**config.mk**
```make
export PLATFORM = sky130hd
export DESIGN_NAME = avg_packed
export DESIGN_NICKNAME = d
export VERILOG_FILES = /design/src/rtl/avg_pkg.sv /design/src/rtl/avg_lane.sv /design/src/rtl/avg_lane_bank.sv /design/src/rtl/avg_packed.sv
export SDC_FILE = /design/constraint.sdc
export NUM_CORES = 1
export LEC_CHECK = 0
export ABC_AREA = 1
export CAP_MARGIN = 30
export CORE_ASPECT_RATIO = 0.7
export CORE_UTILIZATION = 51
export CTS_CLUSTER_DIAMETER = 200
export CTS_CLUSTER_SIZE = 30
export DETAILED_ROUTE_END_ITERATION = 12
export PLACE_DENSITY_LB_ADDON = 0.1
export SLEW_MARGIN = 20
export SYNTH_ARGS = -nofsm -noshare
export SYNTH_HDL_FRONTEND = slang
export SYNTH_SLANG_ARGS = --single-unit
export TNS_END_PERCENT = 50
```
**constraint.sdc**
```tcl
create_clock -name clk -period 2.6 [get_ports clk]
set_clock_uncertainty 0.1 [all_clocks]
set_input_delay 0.39 -clock clk [delete_from_list [all_inputs] [get_ports clk]]
set_output_delay 0.39 -clock clk [all_outputs]
set_load 0.01 [all_outputs]
```
**src/rtl/avg_pkg.sv**
```systemverilog
package avg_pkg;
  typedef enum logic [1:0] {
    FMT_HALF = 2'b00,
    FMT_WORD = 2'b01,
    FMT_BYTE = 2'b10,
    FMT_NONE = 2'b11
  } avg_fmt_e;
endpackage

```
**src/rtl/avg_lane.sv**
```systemverilog
// One lane: widened sum plus round bit, halved back to lane width.
module avg_lane #(
  parameter int W      = 8,
  parameter bit SIGNED = 1'b0
) (
  input  logic [W-1:0] a_i,
  input  logic [W-1:0] b_i,
  input  logic         rnd_i,
  output logic [W-1:0] y_o
);
  logic [W:0] ext_a;
  logic [W:0] ext_b;
  logic [W:0] total;

  always_comb begin
    ext_a = SIGNED ? {a_i[W-1], a_i} : {1'b0, a_i};
    ext_b = SIGNED ? {b_i[W-1], b_i} : {1'b0, b_i};
    // The extra top bit absorbs the carry, including the round-up.
    total = ext_a + ext_b + {{W{1'b0}}, rnd_i};
    y_o   = W'(total >> 1);
  end
endmodule

```
**src/rtl/avg_lane_bank.sv**
```systemverilog
// A row of independent lanes covering LANES*LANE_W bits.
module avg_lane_bank #(
  parameter int LANE_W = 8,
  parameter int LANES  = 4,
  parameter bit SIGNED = 1'b0,
  localparam int TOT_W = LANE_W * LANES
) (
  input  logic [TOT_W-1:0] a_i,
  input  logic [TOT_W-1:0] b_i,
  input  logic             rnd_i,
  output logic [TOT_W-1:0] y_o
);
  for (genvar k = 0; k < LANES; k++) begin : g_lane
    avg_lane #(.W(LANE_W), .SIGNED(SIGNED)) u_lane (
      .a_i  (a_i[k*LANE_W +: LANE_W]),
      .b_i  (b_i[k*LANE_W +: LANE_W]),
      .rnd_i(rnd_i),
      .y_o  (y_o[k*LANE_W +: LANE_W])
    );
  end
endmodule

```
**src/rtl/avg_packed.sv**
```systemverilog
module avg_packed #(
  parameter int DATA_W = 32
) (
  input  logic              clk,
  input  logic              rst,
  input  logic [DATA_W-1:0] a_in,
  input  logic [DATA_W-1:0] b_in,
  input  logic [1:0]        fmt_sel,
  input  logic              round_en,
  output logic [DATA_W-1:0] avg_out
);
  import avg_pkg::*;

  localparam int HALF_W = DATA_W / 2;
  localparam int BYTE_W = DATA_W / 4;

  logic [DATA_W-1:0] half_y;
  logic [DATA_W-1:0] word_y;
  logic [DATA_W-1:0] byte_y;
  logic [DATA_W-1:0] next_y;

  avg_lane_bank #(.LANE_W(HALF_W), .LANES(2), .SIGNED(1'b1)) u_half (
    .a_i(a_in), .b_i(b_in), .rnd_i(round_en), .y_o(half_y)
  );

  avg_lane_bank #(.LANE_W(DATA_W), .LANES(1), .SIGNED(1'b1)) u_word (
    .a_i(a_in), .b_i(b_in), .rnd_i(round_en), .y_o(word_y)
  );

  avg_lane_bank #(.LANE_W(BYTE_W), .LANES(4), .SIGNED(1'b0)) u_byte (
    .a_i(a_in), .b_i(b_in), .rnd_i(round_en), .y_o(byte_y)
  );

  always_comb begin
    case (avg_fmt_e'(fmt_sel))
      FMT_HALF: next_y = half_y;
      FMT_WORD: next_y = word_y;
      FMT_BYTE: next_y = byte_y;
      default:  next_y = '0;
    endcase
  end

  always_ff @(posedge clk) begin
    if (rst) avg_out <= '0;
    else     avg_out <= next_y;
  end
endmodule

```
==> flow_summary.ini <==
[status]
status = completed

[route]
wl_per_cell_um = 14.5
remaining_drc_errors = 0
firstDrtPassIters = 6
ant_nets = 0
wirelength_um = 14700
vias = 5325
vias_per_cell = 5.25
drt_iter0_markers = 412

[worst_hold_path]
hold_path.class = primary input to register

[grt]
antenna_found_initial = 0
grtUsageTotal = 0.353
overflow = 0
grt_max_degree = 21
grt_pass1_vias = 4792
grt_first_pass_wirelength_um = 22800

[power_and_ir_drop]
p_seq_frac = 0.237
p_sw_frac = 0.393
power.internal_mw = 1.42
clkPwrFrac = 0.268
cellPowerDensity_mw_per_mm2 = 407
p_comb_frac = 0.495
vdd_drop_max_v = 0.000347
total_power_mw = 2.34
leakagePower_nw = 3.05
netSwitchingPower_mw = 0.921

[floorplanning]
coreArea_sq_mm = 0.00791
num_rows = 27
die_x_um = 110
chipHeight_um = 77.7
ios = 101
start_util = 0.529
die-area_sq_mm = 0.00857

[timing]
period_minus_slack_ns = 2.49
final_max_slew_viol_count = 0
setup_viol = 0
hold_viol = 0
max_freq_mhz = 402
post-route-period-util = 0.957
tightest_slew_ns = 0.480
relSlewSlack = 0.679

[critical_path]
cp-start-kind = primary input
cp.arrival_ns = 2.61
end_kind = register
required_ns = 2.72
crit_fanout = 4
crit_type = primary input to register

[placement]
hpwlAfterDp_um = 12200
placed_cells = 1007
post_dp_cell_area_sq_mm = 0.00557
place.gp.congestion = 0.981
portBuffers = 100

[finish]
final-seq-area_sq_um = 641
fillers = 702
largest_reg_flops = 32
diodes = 0
instances_no_fill = 1015
top_regs = avg_out: 32 flops
nets = 1018
area_growth_pct = 37.7
postLayoutCellArea_sq_mm = 0.00575
drive_above_1_share = 0.113
multi_input_area_sq_mm = 0.00295
regMostFlops = avg_out

[clock_network]
cts_buffer_depth = 2
numCtsBuffers = 5
post-cts-setup-buffers = 0
path_clk_slew_ns = 0.06
cts_tree = built
cts_sinks = 32
cts_root_buf = clkbuf_16
cts_htree_levels = 2

[synth]
seq_area_frac_synth = 0.153
netlist_instances = 774
ys_seq_elements = 32
synth_area_per_cell_sq_um = 5.40
syn-cell-area_sq_mm = 0.00418
yosysUniqueCellTypes = 32
synth_warnings = 0
synth_nets = 879

[job]
maxCapViolCount = 0
cell type report:
type,instances,share of cell area
clock inverter,1,0.00130
tap,101,0.0220
timing repair buffer,140,0.226
inverter,157,0.102
sequential,32,0.111
multi-input combinational,577,0.512
clock buffer,7,0.0248
kinds of logic after synthesis:
group / share of synthesized area
buffers and inverters: 0.151
DFF: 0.153
AOI/OAI and AO/OA: 0.148
adders and majority gates: 0.115
and+or+nand+nor: 0.431
xor gates and xnor gates: 0.00210
worst max-delay path, cell delays in order:
cell             delay [ns]
clkdlybuf4s50_1        0.67
buf_4                  0.18
a21oi_1                0.11
fa_1                   0.50
o21a_1                 0.25
xor2_1                 0.14
o21ai_0                0.16
inv_1                  0.06
a21oi_1                0.15
Yosys cell counts:
master	count	area [sq um]
a21boi_0	1	7.51
a21o_1	1	7.51
a21oi_1	72	360
a21oi_2	2	17.5
and2_1	5	31.3
buf_2	3	15.0
buf_4	2	15.0
clkbuf_1	3	11.3
clkinv_1	3	11.3
dfxtp_1	32	641
fa_1	4	80.1
ha_1	32	400
inv_1	144	541
inv_2	10	37.5
nand2_1	276	1040
nand2_2	11	68.8
nand3_1	52	260
nand3b_1	6	45.0
nand4_1	1	6.26
nor2_1	44	165
nor2_2	12	75.1
nor3_1	8	40.0
nor3_2	3	30.0
nor4_2	1	12.5
o21a_1	4	30.0
o21ai_0	30	150
o21ai_1	1	5.00
o21ai_2	1	8.76
o21bai_1	4	30.0
or2_1	1	6.26
or2_2	4	25.0
xor2_1	1	8.76
per-layer routing:
metal | part of all wire | global-route usage | wire length (um) | up-vias
met5 | 0 | 0 | 0 | -
met4 | 0.017 | 0.0934 | 252 | 0
met3 | 0.10 | 0.0613 | 1550 | 22
met2 | 0.43 | 0.546 | 6270 | 281
met1 | 0.45 | 0.500 | 6650 | 2350
li1 | - | - | - | 2672
through the flow:
stage | worst slack, ns | utilization | hold slack, ns | setup TNS [ns]
floorplan | 0.383 | - | 0.490 | 0
global placement | -0.139 | 0.704 | 1.02 | -1.09
detailed placement | -0.220 | 0.704 | 1.03 | -2.12
CTS | 0.0811 | 0.723 | 0.765 | 0
global route | -0.00508 | 0.728 | 0.813 | -0.00508
finish | 0.111 | 0.728 | 0.767 | 0
timing repair:
| action | in CTS | in global routing |
|---|---|---|
| resized for setup | 0 | 13 |
| hold buffers | 0 | 0 |
| setup endpoints to repair | 0 | 12 |
power groups by stage:
stage                     Sequential, mW  Combinational [mW]  Clock [mW]
final                              0.556                1.16       0.626
after global routing               0.560                1.27       0.647
after CTS                          0.556                1.12       0.626
after detailed placement           0.566                1.12           0
after global placement             0.564                1.09           0
after floorplan                    0.589               0.627           0
layout by cell type (no fill, tap or decap), types with 10 or more instances in the layout:
master	count
nor2_2	13
clkdlybuf4s50_1	100
a21oi_1	71
nand2_1	269
buf_4	40
nand2_2	17
nand3_1	51
nor2_1	43
o21ai_0	30
inv_1	144
ha_1	32
inv_2	10
dfxtp_1	32
final timing paths:
path / start / endpoint / slack (ns) / cells past startpoint
setup / recovery: round_en / avg_out[27] / 0.11 / 9
hold / removal: b_in[5] / avg_out[4] / 0.77 / 3
Power figures use the tool's default switching activity.
